--- src/rtl/spi_fifo_pkg.sv ---
package spi_fifo_pkg;

  localparam int ADDR_W = 2;
  localparam int DATA_W = 32;
  localparam int DIV_W  = 8;
  localparam int GAP_W  = 8;
  localparam int LVL_W  = 2;

  localparam logic [ADDR_W-1:0] A_CTRL = 2'd0;
  localparam logic [ADDR_W-1:0] A_TXD  = 2'd1;
  localparam logic [ADDR_W-1:0] A_RXD  = 2'd2;
  localparam logic [ADDR_W-1:0] A_STAT = 2'd3;

  localparam int ST_OVR_BIT = 3;

  typedef struct packed {
    logic [3:0]       spare;
    logic [GAP_W-1:0] gap;
    logic [DIV_W-1:0] div;
    logic             gap_pre;
    logic             cpha;
    logic             cpol;
    logic             lsb_first;
    logic             ovr_ie;
    logic             idle_ie;
    logic             rx_ie;
    logic             tx_ie;
    logic [LVL_W-1:0] rx_lvl;
    logic [LVL_W-1:0] tx_lvl;
  } ctrl_t;

  typedef enum logic [1:0] {
    ENG_IDLE  = 2'd0,
    ENG_SHIFT = 2'd1,
    ENG_GAP   = 2'd2
  } eng_state_t;

endpackage

--- src/rtl/spi_fifo.sv ---
module spi_fifo #(
  parameter int W     = 8,
  parameter int DEPTH = 4,
  localparam int PTR_W = (DEPTH > 1) ? $clog2(DEPTH) : 1,
  localparam int CNT_W = $clog2(DEPTH) + 1
) (
  input  logic             clk,
  input  logic             rst,
  input  logic             push,
  input  logic [W-1:0]     din,
  input  logic             pop,
  output logic [W-1:0]     dout,
  output logic [CNT_W-1:0] count,
  output logic             full,
  output logic             empty
);

  logic [W-1:0]     mem [DEPTH];
  logic [PTR_W-1:0] wptr, rptr;
  logic             do_push, do_pop;

  assign full    = (count == CNT_W'(DEPTH));
  assign empty   = (count == '0);
  assign do_push = push && !full;
  assign do_pop  = pop && !empty;
  assign dout    = mem[rptr];

  function automatic logic [PTR_W-1:0] bump(input logic [PTR_W-1:0] p);
    return (p == PTR_W'(DEPTH - 1)) ? '0 : p + 1'b1;
  endfunction

  // storage without reset so it can map onto RAM
  always_ff @(posedge clk) begin
    if (do_push) mem[wptr] <= din;
  end

  always_ff @(posedge clk) begin
    if (rst) begin
      wptr  <= '0;
      rptr  <= '0;
      count <= '0;
    end else begin
      if (do_push) wptr <= bump(wptr);
      if (do_pop)  rptr <= bump(rptr);
      case ({do_push, do_pop})
        2'b10:   count <= count + 1'b1;
        2'b01:   count <= count - 1'b1;
        default: count <= count;
      endcase
    end
  end

endmodule

--- src/rtl/spi_shift_engine.sv ---
module spi_shift_engine
  import spi_fifo_pkg::*;
#(
  parameter int FRAME_W   = 8,
  parameter int PRE_RATIO = 32,
  localparam int EDGE_W = $clog2(2 * FRAME_W + 1),
  localparam int PRE_W  = $clog2(PRE_RATIO)
) (
  input  logic               clk,
  input  logic               rst,
  input  logic               cpol,
  input  logic               cpha,
  input  logic               lsb_first,
  input  logic               gap_pre,
  input  logic [DIV_W-1:0]   div,
  input  logic [GAP_W-1:0]   gap,
  input  logic               tx_empty,
  input  logic [FRAME_W-1:0] tx_word,
  output logic               tx_pop,
  output logic               rx_push,
  output logic [FRAME_W-1:0] rx_word,
  output logic               eng_idle,
  output logic               sclk,
  output logic               cs_n,
  output logic               mosi,
  input  logic               miso
);

  localparam logic [EDGE_W-1:0] LAST_EDGE = EDGE_W'(2 * FRAME_W);
  localparam logic [PRE_W-1:0]  PRE_LAST  = PRE_W'(PRE_RATIO - 1);

  eng_state_t         st;
  logic [DIV_W-1:0]   tmr;
  logic [EDGE_W-1:0]  edge_q;
  logic [FRAME_W-1:0] tx_sh, rx_sh, tx_next, rx_next;
  logic [GAP_W-1:0]   gap_cnt;
  logic [PRE_W-1:0]   pre_cnt;
  logic               tick, sample_now, launch_now;

  assign tick       = (st == ENG_SHIFT) && (tmr == div);
  // phase 0 samples even edges, phase 1 samples odd edges
  assign sample_now = (edge_q[0] == cpha);
  assign launch_now = (edge_q[0] != cpha) && (edge_q != '0);

  assign tx_next = lsb_first ? {1'b0, tx_sh[FRAME_W-1:1]} : {tx_sh[FRAME_W-2:0], 1'b0};
  assign rx_next = lsb_first ? {miso, rx_sh[FRAME_W-1:1]} : {rx_sh[FRAME_W-2:0], miso};

  assign tx_pop   = (st == ENG_IDLE) && !tx_empty;
  assign rx_push  = tick && (edge_q == LAST_EDGE);
  assign rx_word  = rx_sh;
  assign eng_idle = (st == ENG_IDLE);
  assign mosi     = lsb_first ? tx_sh[0] : tx_sh[FRAME_W-1];

  always_ff @(posedge clk) begin
    if (rst) begin
      st      <= ENG_IDLE;
      tmr     <= '0;
      edge_q  <= '0;
      tx_sh   <= '0;
      rx_sh   <= '0;
      gap_cnt <= '0;
      pre_cnt <= '0;
      sclk    <= 1'b0;
      cs_n    <= 1'b1;
    end else begin
      case (st)
        ENG_IDLE: begin
          sclk <= cpol;
          cs_n <= 1'b1;
          if (!tx_empty) begin
            tx_sh  <= tx_word;
            cs_n   <= 1'b0;
            edge_q <= '0;
            tmr    <= '0;
            st     <= ENG_SHIFT;
          end
        end
        ENG_SHIFT: begin
          if (tmr == div) begin
            tmr <= '0;
            if (edge_q == LAST_EDGE) begin
              cs_n    <= 1'b1;
              gap_cnt <= gap;
              pre_cnt <= '0;
              st      <= ENG_GAP;
            end else begin
              sclk   <= ~sclk;
              edge_q <= edge_q + 1'b1;
              if (sample_now) rx_sh <= rx_next;
              if (launch_now) tx_sh <= tx_next;
            end
          end else begin
            tmr <= tmr + 1'b1;
          end
        end
        ENG_GAP: begin
          sclk <= cpol;
          if (gap_cnt == '0) begin
            st <= ENG_IDLE;
          end else if (!gap_pre || pre_cnt == PRE_LAST) begin
            gap_cnt <= gap_cnt - 1'b1;
            pre_cnt <= '0;
          end else begin
            pre_cnt <= pre_cnt + 1'b1;
          end
        end
        default: st <= ENG_IDLE;
      endcase
    end
  end

endmodule

--- src/rtl/spi_irq_ctrl.sv ---
module spi_irq_ctrl
  import spi_fifo_pkg::*;
#(
  parameter int DEPTH = 4,
  localparam int CNT_W = $clog2(DEPTH) + 1
) (
  input  logic             clk,
  input  logic             rst,
  input  logic [CNT_W-1:0] tx_count,
  input  logic [CNT_W-1:0] rx_count,
  input  logic [LVL_W-1:0] tx_lvl,
  input  logic [LVL_W-1:0] rx_lvl,
  input  logic             tx_ie,
  input  logic             rx_ie,
  input  logic             idle_ie,
  input  logic             ovr_ie,
  input  logic             idle,
  input  logic             ovr,
  output logic             tx_cond,
  output logic             rx_cond,
  output logic             irq
);

  logic [CNT_W-1:0] tx_free, tx_need, rx_need;

  assign tx_free = CNT_W'(DEPTH) - tx_count;
  assign tx_need = CNT_W'(tx_lvl) + CNT_W'(1);
  assign rx_need = CNT_W'(rx_lvl) + CNT_W'(1);
  assign tx_cond = (tx_free >= tx_need);
  assign rx_cond = (rx_count >= rx_need);

  always_ff @(posedge clk) begin
    if (rst) irq <= 1'b0;
    else     irq <= (tx_cond && tx_ie) || (rx_cond && rx_ie) ||
                    (idle && idle_ie) || (ovr && ovr_ie);
  end

endmodule

--- src/rtl/spi_fifo_master.sv ---
module spi_fifo_master
  import spi_fifo_pkg::*;
#(
  parameter int DEPTH     = 4,
  parameter int FRAME_W   = 8,
  parameter int PRE_RATIO = 32
) (
  input  logic              clk,
  input  logic              rst,
  input  logic              wr_en,
  input  logic [ADDR_W-1:0] wr_addr,
  input  logic [DATA_W-1:0] wr_data,
  input  logic              rd_en,
  input  logic [ADDR_W-1:0] rd_addr,
  output logic [DATA_W-1:0] rd_data,
  output logic              irq,
  output logic              sclk,
  output logic              cs_n,
  output logic              mosi,
  input  logic              miso
);

  localparam int CNT_W   = $clog2(DEPTH) + 1;
  localparam int TXC_LSB = 4;
  localparam int RXC_LSB = TXC_LSB + CNT_W + 1;

  ctrl_t              ctrl;
  logic               ovr, idle, eng_idle;
  logic               tx_push, tx_pop, tx_full, tx_empty;
  logic               rx_push, rx_pop, rx_full, rx_empty;
  logic [CNT_W-1:0]   tx_count, rx_count;
  logic [FRAME_W-1:0] tx_head, rx_head, rx_word;
  logic               tx_cond, rx_cond, ovr_clr;
  logic [DATA_W-1:0]  status_w;

  assign tx_push = wr_en && (wr_addr == A_TXD);
  assign rx_pop  = rd_en && (rd_addr == A_RXD);
  assign ovr_clr = wr_en && (wr_addr == A_STAT) && wr_data[ST_OVR_BIT];
  assign idle    = eng_idle && tx_empty;

  spi_fifo #(.W(FRAME_W), .DEPTH(DEPTH)) tx_q_i (
    .clk(clk), .rst(rst), .push(tx_push), .din(wr_data[FRAME_W-1:0]),
    .pop(tx_pop), .dout(tx_head), .count(tx_count), .full(tx_full), .empty(tx_empty)
  );

  spi_fifo #(.W(FRAME_W), .DEPTH(DEPTH)) rx_q_i (
    .clk(clk), .rst(rst), .push(rx_push), .din(rx_word),
    .pop(rx_pop), .dout(rx_head), .count(rx_count), .full(rx_full), .empty(rx_empty)
  );

  spi_shift_engine #(.FRAME_W(FRAME_W), .PRE_RATIO(PRE_RATIO)) eng_i (
    .clk(clk), .rst(rst), .cpol(ctrl.cpol), .cpha(ctrl.cpha),
    .lsb_first(ctrl.lsb_first), .gap_pre(ctrl.gap_pre), .div(ctrl.div), .gap(ctrl.gap),
    .tx_empty(tx_empty), .tx_word(tx_head), .tx_pop(tx_pop),
    .rx_push(rx_push), .rx_word(rx_word), .eng_idle(eng_idle),
    .sclk(sclk), .cs_n(cs_n), .mosi(mosi), .miso(miso)
  );

  spi_irq_ctrl #(.DEPTH(DEPTH)) irq_i (
    .clk(clk), .rst(rst), .tx_count(tx_count), .rx_count(rx_count),
    .tx_lvl(ctrl.tx_lvl), .rx_lvl(ctrl.rx_lvl), .tx_ie(ctrl.tx_ie), .rx_ie(ctrl.rx_ie),
    .idle_ie(ctrl.idle_ie), .ovr_ie(ctrl.ovr_ie), .idle(idle), .ovr(ovr),
    .tx_cond(tx_cond), .rx_cond(rx_cond), .irq(irq)
  );

  always_comb begin
    status_w = '0;
    status_w[0] = tx_cond;
    status_w[1] = rx_cond;
    status_w[2] = idle;
    status_w[ST_OVR_BIT] = ovr;
    status_w[TXC_LSB +: CNT_W] = tx_count;
    status_w[RXC_LSB +: CNT_W] = rx_count;
  end

  always_ff @(posedge clk) begin
    if (rst) begin
      ctrl <= '0;
      ovr  <= 1'b0;
    end else begin
      if (wr_en && wr_addr == A_CTRL) ctrl <= ctrl_t'(wr_data);
      if (rx_push && rx_full) ovr <= 1'b1;
      else if (ovr_clr)       ovr <= 1'b0;
    end
  end

  always_ff @(posedge clk) begin
    if (rst) begin
      rd_data <= '0;
    end else if (rd_en) begin
      case (rd_addr)
        A_CTRL:  rd_data <= DATA_W'(ctrl);
        A_RXD:   rd_data <= rx_empty ? '0 : DATA_W'(rx_head);
        A_STAT:  rd_data <= status_w;
        default: rd_data <= '0;
      endcase
    end
  end

endmodule

--- config.mk ---
export PLATFORM = sky130hd
export DESIGN_NAME = spi_fifo_master
export DESIGN_NICKNAME = d
export VERILOG_FILES = /design/src/rtl/spi_fifo_pkg.sv /design/src/rtl/spi_fifo.sv /design/src/rtl/spi_shift_engine.sv /design/src/rtl/spi_irq_ctrl.sv /design/src/rtl/spi_fifo_master.sv
export SDC_FILE = /design/constraint.sdc
export NUM_CORES = 1
export LEC_CHECK = 0
export BUFFER_PORTS_ARGS = -buffer_cell sky130_fd_sc_hd__clkbuf_2
export CAP_MARGIN = 25
export CORE_MARGIN = 3
export CORE_UTILIZATION = 35
export CTS_CLUSTER_SIZE = 10
export DETAILED_ROUTE_END_ITERATION = 10
export HOLD_SLACK_MARGIN = 0.08
export PLACE_DENSITY = 0.56
export RECOVER_POWER = 50
export SYNTH_ARGS = -nofsm -noshare
export SYNTH_HDL_FRONTEND = slang
export SYNTH_SLANG_ARGS = --single-unit
--- constraint.sdc ---
create_clock -name clk -period 4.8 [get_ports clk]
set_clock_uncertainty 0.1 [all_clocks]
set_input_delay 0.24 -clock clk [delete_from_list [all_inputs] [get_ports clk]]
set_output_delay 0.24 -clock clk [all_outputs]
set_load 0.02 [all_outputs]
==> results of run 1 <==
-- flip-flops by register name, summed over array words and instances, names as in the netlist, 8 cells and up, named ones only --
register and count:
eng_i.gap_cnt 8, ctrl 32, eng_i.rx_word 8, eng_i.tmr 8, rx_q_i.mem 32, eng_i.tx_sh 8, tx_q_i.mem 32, rd_data 32
-- stage by stage --
step | hold WS, ns | total power, uW
finish | 0.118 | 4250
global route | 0.140 | 4480
CTS | 0.0995 | 4300
detailed placement | 0.353 | 2850
global placement | 0.347 | 2850
floorplan | 0.239 | 2610
-- cells by family after synthesis --
logic type	count (synthesis)	synth area share, %
simple gates	274	15.1
compound gates	194	14.7
flops	194	52.2
buf+inv	85	4.17
mux	38	6.73
fa+ha+maj	35	5.22
xor+xnor	19	1.92
-- cells in the mapped netlist (3+ instances only) --
cell type    n  area, um^2
xor2_1       5        43.8
a21oi_1     86         430
edfxtp_1    64        1920
mux2i_1     20         200
and3_1       5        31.3
o31ai_1     10        75.1
nand3_1      8        40.0
inv_1       33         124
nor2_1      81         304
dfxtp_1    130        2600
nand4_1     10        62.6
o21ai_0     20         100
nor2b_1     28         175
o31a_1       4        35.0
nor4_1       4        25.0
a211oi_1    20         150
o311ai_0     6        52.6
nand2_1     92         345
nor3_1       9        45.0
xnor2_1     14         123
ha_1        33         413
nand2b_1     4        25.0
a21o_1       5        37.5
and2_1      13        81.3
buf_1        5        18.8
nor3b_1      3        22.5
or3_1        3        18.8
a31oi_1      6        37.5
a222oi_1     8        80.1
mux4_2      16         360
a22oi_1      4        30.0
clkbuf_1    38         143
a2111o_1     6        67.6
-- worst max path at each step --
stage | end | slack (ns) | cells after the start
2_1_floorplan | rx_q_i.count[2]$_SDFFE_PP0P_ | 2.07 | 10
3_3_place_gp | rx_q_i.count[2]$_SDFFE_PP0P_ | 1.64 | 11
6_report | eng_i.gap_cnt[4]$_SDFFE_PP0P_ | 1.37 | 3
5_1_grt | eng_i.gap_cnt[4]$_SDFFE_PP0P_ | 0.98 | 3
3_5_place_dp | rx_q_i.count[2]$_SDFFE_PP0P_ | 1.52 | 11
4_1_cts | rx_q_i.count[2]$_SDFFE_PP0P_ | 1.51 | 11
-- area by class of cell --
cell class | count | area share (%)
repair buffers | 117 | 7.19
inverters | 34 | 1.26
multi-input cells | 560 | 37.3
clock inverters | 14 | 1.55
clock buffers | 18 | 4.23
well taps | 319 | 3.93
flip-flops and latches | 194 | 44.5
-- power by group through the flow --
stage / clock, uW / sequential (uW) / combinational (uW)
2_1_floorplan: 0 / 1920 / 687
3_3_place_gp: 0 / 1970 / 876
3_5_place_dp: 0 / 1970 / 882
4_1_cts: 1460 / 1930 / 909
5_1_grt: 1520 / 1950 / 1000
6_report: 1420 / 1930 / 899
-- critical path, delay by kind of cell --
family / cells / cell delay [ns]
AOI/OAI and AO/OA: 1 / 0.29
buffers and inverters: 2 / 2.96
-- layout by cell type (no fill, tap or decap), types with 28 or more instances in the layout --
cell / count
a21oi_1: 86
nor2b_1: 28
edfxtp_1: 64
dfxtp_1: 130
nand2_1: 92
inv_1: 33
dlygate4sd3_1: 33
nor2_1: 81
clkbuf_2: 31
ha_1: 33
clkbuf_1: 47
-- metal layers --
layer / global-route usage, % / share of wire [%]
met4: 4.42 / 1.1
met2: 25.0 / 46
met1: 22.4 / 50
met3: 2.71 / 3.3
met5: 0 / 0
==> reports/results.txt, run 1 <==
final WL -> 21.0 mm
Setup-failing EPs final -> 0
post-CTS setup buffer count -> 0
# clock sinks -> 194
r2r endpoint -> rx_q_i.count[2]$_SDFFE_PP0P_
Die Ht -> 163 um
Fmax -> 291 MHz
Ys Warns -> 0
Net Sw Frac -> 31.8%
CTS Buf Count -> 17
DIE WIDTH -> 163 um
clk slew on worst S/H paths -> 0.07 ns
Pwr per Cell Area -> 419 nW/um^2
Final ANT Viol Nets -> 0
Cell variety after synth -> 66
fin area -> 10200 um^2
largest net degree at the start of global routing -> 68
flop-to-flop setup slack -> 1.48 ns
outcome -> finished, violations left
minimum clock period -> 3.43 ns
vias in the first global route -> 6266
drt pass-1 iters -> 5
area of the multi-input gates -> 3790 um^2
DRC viols -> 0
PortBufs -> 76
remaining global-route overflow -> 0
synth-to-layout area growth -> 17.2%
DR iter-0 viols -> 459
final setup margin -> 1.37 ns
Placement Setup Slack -> 1.52 ns
Placed Area -> 9300 um^2
RSZ-0062 raised after global routing -> no
Worst-Skew Late Latency -> 0.44 ns
CP arrival -> 3.54 ns
Combinational Power Share -> 21.1%
Antenna diodes -> 0
Yosys reg bits -> 194
clock root cell -> clkbuf_16
Slowest Stage Delay on Critical Path -> 1.94 ns
Worst Tran Pin Value -> 2.63 ns
Post-CTS Resized -> 0
CP Launch Type -> input pin
Worst Hold Class -> in2reg
final net count -> 1000
wire per inst -> 16.7 um
sequential share of power -> 45.4%
antenna violations before repair -> 0
setup_tns -> 0 ns
Critical Path End Type -> flip-flop
crit path kind -> in2reg
syn nets -> 915
hold path depth -> 4
critical-path cell list -> clkbuf_2, clkbuf_1, o32ai_1
cts hold-fix bufs -> 33
Final period util -> 71.5%
clock buffer depth -> 2
Top Ports -> 77
Mapped Cells -> 839
Post-synth EDFFs -> 64
fin. max-slew vios -> 58
first-pass GRT wire length -> 33.5 mm
vias -> 6379
fin util -> 42.5%
CTS H-tree depth -> 4
die footprint -> 26700 um^2
Worst Path Required -> 4.91 ns
post-route insts no fill -> 1256
launch point of the worst path -> rst
asr flop ratio synth -> 0%
CTS tree -> yes
Final Wtd Congestion -> 0.817
post-synthesis sequential area ratio -> 52.2%
CP max FO -> 67
Initial Util -> 36.3%
worst r2r src -> eng_i.tmr[5]$_SDFFE_PP0P_
GRT Total Usage -> 15.8%
Psw -> 1350 uW
register area -> 4520 um^2
DPL Wire Length -> 14.2 mm
final hold vios -> 0
Clk network pwr share -> 33.5%
peak supply drop -> 0.185 mV
vias per cell -> 5.08
Internal -> 2900 uW
# Max-Cap Violations -> 1
failing checks -> max-capacitance violations, max-slew violations
Synth Flop Type -> dfxtp_1
Inst Count DP -> 1191
Pleak -> 0.00345 uW
fill cell count -> 2323
relative slew slack -> -75.4%
hold wc startpoint -> wr_addr[1]
mean post-synth cell area -> 10.3 um^2
share of cells above drive strength 1 -> 10.6%
Worst Hold End -> tx_q_i.wptr[1]$_SDFFE_PP0P_
R2R cell count -> 11
critical path's slowest cell -> clkbuf_1
Post-Syn Area -> 8670 um^2
Rows -> 56
area of the core -> 23900 um^2
(Power assumes the default switching activity.)
==> run 2: changes to the inputs <==
- ABC_AREA: default -> 1
- PLACE_DENSITY: 0.56 -> 0.57
- clock period: 4.8 -> 3.05 ns (I/O delays scaled with it)
==> run 2 against run 1 <==
  * The run still ends with max-capacitance violations, max-slew violations left
  * Critical path type unchanged
  * Sequential power is 63% higher
  * Non-clock buffer count is 12 higher
  * Clock power is 65% higher
  * Largest cell class unchanged
==> reports/results.txt, run 2 <==
die footprint -> 27300 um^2 (was 26700 um^2)
clock buffer depth -> 2 (unchanged)
final hold vios -> 0 (unchanged)
WP buf/inv -> 3 (was 2)
# clock sinks -> 194 (unchanged)
multiplexer share of the synthesized area -> 0% (was 6.73%)
fill cell count -> 2471 (was 2323)
vias in the first global route -> 7018 (was 6266)
Worst-Skew Late Latency -> 0.44 ns (about the same)
R2R cell count -> 12 (was 11)
Antenna diodes -> 0 (unchanged)
most common cell after layout, fill and taps aside -> nand2_1 (was dfxtp_1)
Power Total -> 7790 uW (was 4250 uW)
Top Ports -> 77 (unchanged)
post-synthesis sequential area ratio -> 51.0% (was 52.2%)
CP Launch Type -> input pin (unchanged)
CTS H-tree depth -> 4 (unchanged)
compound-gate portion of the synthesized area -> 13.5% (was 14.7%)
Ys Warns -> 0 (unchanged)
Initial Util -> 36.0% (was 36.3%)
Final period util -> 85.8%
critical-path cell list -> dlygate4sd3_1, clkbuf_1, nor2_1, nand2_1, clkbuf_1, o21ai_0, a21oi_1 (was clkbuf_2, clkbuf_1, o32ai_1)
Mapped Cells -> 1095 (was 839)
CTS Buf Count -> 17 (unchanged)
Synth Flop Type -> dfxtp_1 (unchanged)
antenna violations before repair -> 1 (was 0)
synth-to-layout area growth -> 18.3% (was 17.2%)
# Max-Cap Violations -> 1 (unchanged)
Synth area leader -> dfxtp_1 (unchanged)
hold wc startpoint -> rd_addr[1] (was wr_addr[1])
drt pass-1 iters -> 5 (unchanged)
Synth Area in Adders -> 5.11% (was 5.22%)
post-synth top area share -> 29.3% (was 30.0%)
CTS tree -> yes (unchanged)
syn nets -> 1171 (was 915)
CP max FO -> 42 (was 67)
Worst Path Required -> 3.31 ns (was 4.91 ns)
PortBufs -> 76 (unchanged)
share of cells above drive strength 1 -> 7.96% (was 10.6%)
Post-synth EDFFs -> 64 (unchanged)
outcome -> finished, violations left (unchanged)
Yosys reg bits -> 194 (unchanged)
largest net degree at the start of global routing -> 81 (was 68)
first-pass GRT wire length -> 35.5 mm (was 33.5 mm)
area of the core -> 24600 um^2 (was 23900 um^2)
clk slew on worst S/H paths -> 0.08 ns (was 0.07 ns)
final net count -> 1269 (was 1000)
largest family of logic cells by synthesized area -> simple AND/OR/NAND/NOR gates (unchanged)
critical path's slowest cell -> clkbuf_1 (unchanged)
Post-CTS Resized -> 0 (unchanged)
Post-Synth Simple-Gate Area -> 22.5% (was 15.1%)
crit path kind -> in2reg (unchanged)
failing checks -> max-capacitance violations, max-slew violations (unchanged)
final WL -> 21.4 mm (was 21.0 mm)
Critical Path End Type -> flip-flop (unchanged)
post-CTS setup buffer count -> 0 (unchanged)
Pleak -> 0.00421 uW (was 0.00345 uW)
setup_tns -> 0 ns (unchanged)
Worst Tran Pin Value -> 1.72 ns (was 2.63 ns)
r2r endpoint -> rx_q_i.count[2]$_SDFFE_PP0P_ (unchanged)
most common cell in the netlist -> nand2_1 (was dfxtp_1)
Final ANT Viol Nets -> 0 (unchanged)
wire per inst -> 14.0 um (was 16.7 um)
DR iter-0 viols -> 455 (was 459)
XOR/XNOR Fraction of Synth Area -> 0.790% (was 1.92%)
Final Wtd Congestion -> 0.824 (was 0.817)
Worst Hold Class -> in2reg (unchanged)
Crit path top cell by count -> clkbuf_1
hold path depth -> 5 (was 4)
worst r2r src -> eng_i.edge_q[0]$_SDFFE_PP0P_ (was eng_i.tmr[5]$_SDFFE_PP0P_)
remaining global-route overflow -> 0 (unchanged)
most frequent cells in the layout -> 217 x nand2_1, 157 x nor2_1, 130 x dfxtp_1, 126 x o21ai_0, 103 x inv_1 (was 130 x dfxtp_1, 92 x nand2_1, 86 x a21oi_1, 81 x nor2_1, 64 x edfxtp_1)
CP arrival -> 2.88 ns (was 3.54 ns)
DRC viols -> 0 (unchanged)
WHS -> 0.159 ns (was 0.118 ns)
Commonest cells post-synth -> 217 x nand2_1, 156 x nor2_1, 130 x dfxtp_1 (was 130 x dfxtp_1, 92 x nand2_1, 86 x a21oi_1)
flop-to-flop setup slack -> 0.49 ns (was 1.48 ns)
Die Ht -> 165 um (was 163 um)
clock root cell -> clkbuf_16 (unchanged)
vias -> 7344 (was 6379)
top post-synthesis cells by area -> dfxtp_1 29%, edfxtp_1 22%, nand2_1 9.2% (was dfxtp_1 30%, edfxtp_1 22%, a21oi_1 5.0%)
Cell variety after synth -> 43 (was 66)
Pwr per Cell Area -> 742 nW/um^2 (was 419 nW/um^2)
relative slew slack -> -14.6% (was -75.4%)
Setup-failing EPs final -> 0 (unchanged)
minimum clock period -> 2.62 ns
Post-Syn Area -> 8870 um^2 (was 8670 um^2)
Rows -> 57 (was 56)
mean post-synth cell area -> 8.10 um^2 (was 10.3 um^2)
GRT Total Usage -> 16.5% (was 15.8%)
fin. max-slew vios -> 43 (was 58)
vias per cell -> 4.80 (was 5.08)
Fmax -> 382 MHz
asr flop ratio synth -> 0% (unchanged)
DPL Wire Length -> 14.8 mm (was 14.2 mm)
cell family with most CP delay -> buffers and inverters (unchanged)
peak supply drop -> 0.434 mV (was 0.185 mV)
Worst Hold End -> rd_data[9]$_SDFFE_PP0P_ (was tx_q_i.wptr[1]$_SDFFE_PP0P_)
Slowest Stage Delay on Critical Path -> 1.24 ns (was 1.94 ns)
DIE WIDTH -> 165 um (was 163 um)
RSZ-0062 raised after global routing -> no (unchanged)
run 2: layer usage:
| metal | wire (um) | part of all wire (%) | track usage, % |
|---|---|---|---|
| met1 | 10100 | 47 | 21.7 |
| met2 | 9850 | 46 | 26.7 |
| met3 | 1010 | 4.7 | 3.99 |
| met4 | 456 | 2.1 | 5.34 |
| met5 | 13 | 0.061 | 0 |
run 2: worst register-to-register path, stage by stage, from the launching register on:
cell and delay [ns]:
dfxtp_1 0.40, inv_1 0.09, ha_1 0.23, nand4_1 0.19, nor2_1 0.15, nand2_2 0.16, ha_1 0.17, inv_1 0.07
fa_1 0.43, a21oi_1 0.14, o21ai_0 0.12, o21ai_0 0.16, a21oi_1 0.05
run 2: power breakdown:
part           internal, uW  switching [uW]
logic                   790            1510
registers              2950             198
clock network          1230            1110
total                  4970            2820
run 2: logic make-up (layout without fill, tap and decap cells):
group,Yosys count,after routing
xor+xnor,8,8
buf+inv,155,266
flops,194,194
compound gates,230,230
simple gates,473,473
fa+ha+maj,35,35
run 2: worst max path at each step:
| stage | end | depth (start not counted) | from | slack [ns] |
|---|---|---|---|---|
| 6_report | ctrl[2]$_SDFFE_PP0P_ | 7 | wr_addr[1] | 0.43 |
| 5_1_grt | ctrl[2]$_SDFFE_PP0P_ | 7 | wr_addr[1] | 0.22 |
| 4_1_cts | rx_q_i.count[2]$_SDFFE_PP0P_ | 12 | eng_i.edge_q[0]$_SDFFE_PP0P_ | 0.52 |
| 3_5_place_dp | rx_q_i.count[2]$_SDFFE_PP0P_ | 12 | eng_i.edge_q[0]$_SDFFE_PP0P_ | 0.52 |
| 3_3_place_gp | rx_q_i.count[2]$_SDFFE_PP0P_ | 12 | eng_i.edge_q[0]$_SDFFE_PP0P_ | 0.57 |
| 2_1_floorplan | rx_q_i.count[2]$_SDFFE_PP0P_ | 13 | eng_i.st[1]$_SDFFE_PP0P_ | 0.67 |
run 2: area by class of cell:
class	instances	area [um^2]	area share (%)
clock inverter	14	183	1.74
timing repair buffer	129	823	7.85
multi-input combinational	746	3710	35.4
inverter	105	394	3.76
tap	324	405	3.86
clock buffer	18	450	4.29
sequential	194	4520	43.1
run 2: through the flow:
step	setup WS (ns)	instances	utilization, %	cell area, um^2
after floorplan	0.671	1095	-	8870
after global placement	0.570	1460	38.8	9550
after detailed placement	0.521	1460	38.8	9550
after CTS	0.516	1530	42.9	10600
after global routing	0.223	1530	42.6	10500
final	0.434	1530	42.6	10500
run 2: timing repair:
| item | 4_1_cts | 5_1_grt |
|---|---|---|
| hold endpoints to repair | 82 | 0 |
| setup endpoints to repair | 0 | 0 |
| hold buffers | 38 | 0 |
==> run 3: changes to the inputs <==
- CORE_MARGIN: 3 -> 10
- CORE_UTILIZATION: 35 -> 50
- PLACE_DENSITY: 0.57 -> 0.75
==> run 3 against run 2 <==
  * The run now ends clean
  * Non-clock buffer count decreased by 4
  * Sequential cell count is the same
  * Core utilization grew 17 points
  * Die area decreased by 14%
  * Register-to-register slack got worse by 0.05 ns
  * Cell count is 6.7% lower
  * Setup slack improved by 0.0079 ns
  * First-iteration DRC count up 26%
  * Global-route usage increased by 1.3 points
  * Critical path depth grew 5
  * Highest routed layer is now met4
  * Largest power group unchanged
==> reports/results.txt, run 3 (synthesis results as in run 2) <==
fin. max-slew vios -> 0 (was 43)
final WL -> 21.3 mm (was 21.4 mm)
# Max-Cap Violations -> 0 (was 1)
Fmax -> 383 MHz (was 382 MHz)
Placed Area -> 9400 um^2 (was 9550 um^2)
largest net degree at the start of global routing -> 58 (was 81)
Clk network pwr share -> 30.5% (was 30.1%)
GRT Total Usage -> 17.8% (was 16.5%)
Internal -> 5150 uW (was 4970 uW)
area of the core -> 17400 um^2 (was 24600 um^2)
Post-CTS Resized -> 0 (unchanged)
Final period util -> 85.5% (was 85.8%)
DPL Wire Length -> 14.2 mm (was 14.8 mm)
CP arrival -> 2.83 ns (was 2.88 ns)
hold path depth -> 4 (was 5)
vias in the first global route -> 7015 (was 7018)
clk slew on worst S/H paths -> 0.07 ns (was 0.08 ns)
final hold vios -> 0 (unchanged)
DRC viols -> 0 (unchanged)
WP buf/inv -> 2 (was 3)
most frequent cells in the layout -> 217 x nand2_1, 156 x nor2_1, 130 x dfxtp_1, 126 x o21ai_0, 103 x inv_1 (was 217 x nand2_1, 157 x nor2_1, 130 x dfxtp_1, 126 x o21ai_0, 103 x inv_1)
PortBufs -> 76 (unchanged)
first-pass GRT wire length -> 34.7 mm (was 35.5 mm)
CTS H-tree depth -> 4 (unchanged)
critical-path cell list -> inv_1, ha_1, nand4_1, nor2_1, nand2_2, ha_1, inv_1, fa_1, a21oi_1, o21ai_0, o21ai_0, a21oi_1 (was dlygate4sd3_1, clkbuf_1, nor2_1, nand2_1, clkbuf_1, o21ai_0, a21oi_1)
antenna violations before repair -> 0 (was 1)
Setup-failing EPs final -> 0 (unchanged)
wire per inst -> 14.9 um (was 14.0 um)
clock root cell -> clkbuf_16 (unchanged)
vias per cell -> 5.26 (was 4.80)
sequential share of power -> 40.1% (was 40.4%)
share of cells above drive strength 1 -> 7.74% (was 7.96%)
crit path kind -> reg2reg (was in2reg)
r2r endpoint -> rx_q_i.count[2]$_SDFFE_PP0P_ (unchanged)
Combinational Power Share -> 29.4% (was 29.5%)
Levels on crit path -> 12 (was 7)
final net count -> 1265 (was 1269)
cts hold-fix bufs -> 36 (was 38)
Net Sw Frac -> 34.5% (was 36.2%)
Psw -> 2710 uW (was 2820 uW)
RSZ-0062 raised after global routing -> no (unchanged)
critical path's slowest cell -> fa_1 (was clkbuf_1)
outcome -> complete, no violations (was finished, violations left)
cell family with most CP delay -> adder cells (was buffers and inverters)
clock buffer depth -> 2 (unchanged)
minimum clock period -> 2.61 ns (was 2.62 ns)
CTS Buf Count -> 17 (unchanged)
Final Wtd Congestion -> 0.842 (was 0.824)
most common cell after layout, fill and taps aside -> nand2_1 (unchanged)
Pwr per Cell Area -> 761 nW/um^2 (was 742 nW/um^2)
drt pass-1 iters -> 7 (was 5)
vias -> 7506 (was 7344)
CP max FO -> 9 (was 42)
Worst Tran Pin Value -> 1.01 ns (was 1.72 ns)
Antenna diodes -> 0 (unchanged)
flop-to-flop setup slack -> 0.44 ns (was 0.49 ns)
post-CTS setup buffer count -> 0 (unchanged)
relative slew slack -> 32.5% (was -14.6%)
launch point of the worst path -> eng_i.edge_q[0]$_SDFFE_PP0P_ (was wr_addr[1])
Top Ports -> 77 (unchanged)
setup_tns -> 0 ns (unchanged)
synth-to-layout area growth -> 16.5% (was 18.3%)
Rows -> 48 (was 57)
Critical Path End Type -> flip-flop (unchanged)
R2R cell count -> 12 (unchanged)
peak supply drop -> 0.505 mV (was 0.434 mV)
Final ANT Viol Nets -> 0 (unchanged)
CP Launch Type -> flip-flop (was input pin)
CP Capture Point -> rx_q_i.count[2]$_SDFFE_PP0P_ (was ctrl[2]$_SDFFE_PP0P_)
Worst Hold Class -> in2reg (unchanged)
Worst Path Required -> 3.27 ns (was 3.31 ns)
DR iter-0 viols -> 575 (was 455)
Initial Util -> 51.1% (was 36.0%)
Die Ht -> 153 um (was 165 um)
worst r2r src -> eng_i.edge_q[0]$_SDFFE_PP0P_ (unchanged)
DIE WIDTH -> 153 um (was 165 um)
Pleak -> 0.00420 uW (was 0.00421 uW)
fin area -> 10300 um^2 (was 10500 um^2)
die footprint -> 23500 um^2 (was 27300 um^2)
remaining global-route overflow -> 0 (unchanged)
Slowest Stage Delay on Critical Path -> 0.44 ns (was 1.24 ns)
fin util -> 59.5% (was 42.6%)
Worst-Skew Late Latency -> 0.44 ns (about the same)
CTS tree -> yes (unchanged)
# clock sinks -> 194 (unchanged)
-- run 3: cell count changes in the layout (fill, tap and decap cells not counted), sizes merged --
cell	previous run	this run
buf	13	10
bufinv	1	2
clkbuf	96	103
clkinv	7	3
clkinvlp	1	0
dlygate4sd3	38	36
inv	110	108
-- run 3: worst min-delay path: stages --
cell and delay (ns):
clkbuf_2 0.09, nand2_1 0.12, o21ai_0 0.19, a21oi_1 0.06
-- run 3: worst min-delay path by stage --
stage	startpoint	to
floorplan	wr_data[0]	tx_q_i.mem[0][0]$_DFFE_PP_
global placement	wr_data[2]	tx_q_i.mem[0][2]$_DFFE_PP_
detailed placement	wr_data[2]	tx_q_i.mem[0][2]$_DFFE_PP_
CTS	rst	rd_data[2]$_SDFFE_PP0P_
global route	rd_addr[1]	rd_data[2]$_SDFFE_PP0P_
finish	wr_en	ovr$_SDFFE_PP0P_
-- run 3: layer usage --
layer | global-route usage (%) | vias up | routed length [um]
met5 | 0 | - | 0
met4 | 5.31 | 0 | 290
met2 | 30.1 | 189 | 10500
met3 | 5.50 | 24 | 1200
li1 | - | 3785 | -
met1 | 21.2 | 3508 | 9330
-- run 3: power by group through the flow --
stage | registers [uW] | logic (uW) | clock network (uW)
2_1_floorplan | 3180 | 1760 | 0
3_3_place_gp | 3200 | 2200 | 0
3_5_place_dp | 3200 | 2250 | 0
4_1_cts | 3150 | 2320 | 2440
5_1_grt | 3180 | 2640 | 2540
6_report | 3150 | 2310 | 2400
-- run 3: layout make-up --
type | instances | area [um^2]
inverters | 105 | 394
repair buffers | 125 | 773
well taps | 225 | 282
multi-input cells | 746 | 3710
flip-flops and latches | 194 | 4520
clock inverters | 8 | 109
fillers | 1501 | 7030
clock buffers | 24 | 536
-- run 3: stage by stage --
| stage | power, uW | cells | setup slack [ns] | hold slack [ns] |
|---|---|---|---|---|
| 5_1_grt | 8360 | 1427 | 0.211 | 0.166 |
| 2_1_floorplan | 4940 | 1095 | 0.671 | 0.151 |
| 3_5_place_dp | 5450 | 1359 | 0.499 | 0.300 |
| 4_1_cts | 7900 | 1427 | 0.476 | 0.0869 |
| 3_3_place_gp | 5390 | 1359 | 0.567 | 0.303 |
| 6_report | 7860 | 1427 | 0.442 | 0.127 |
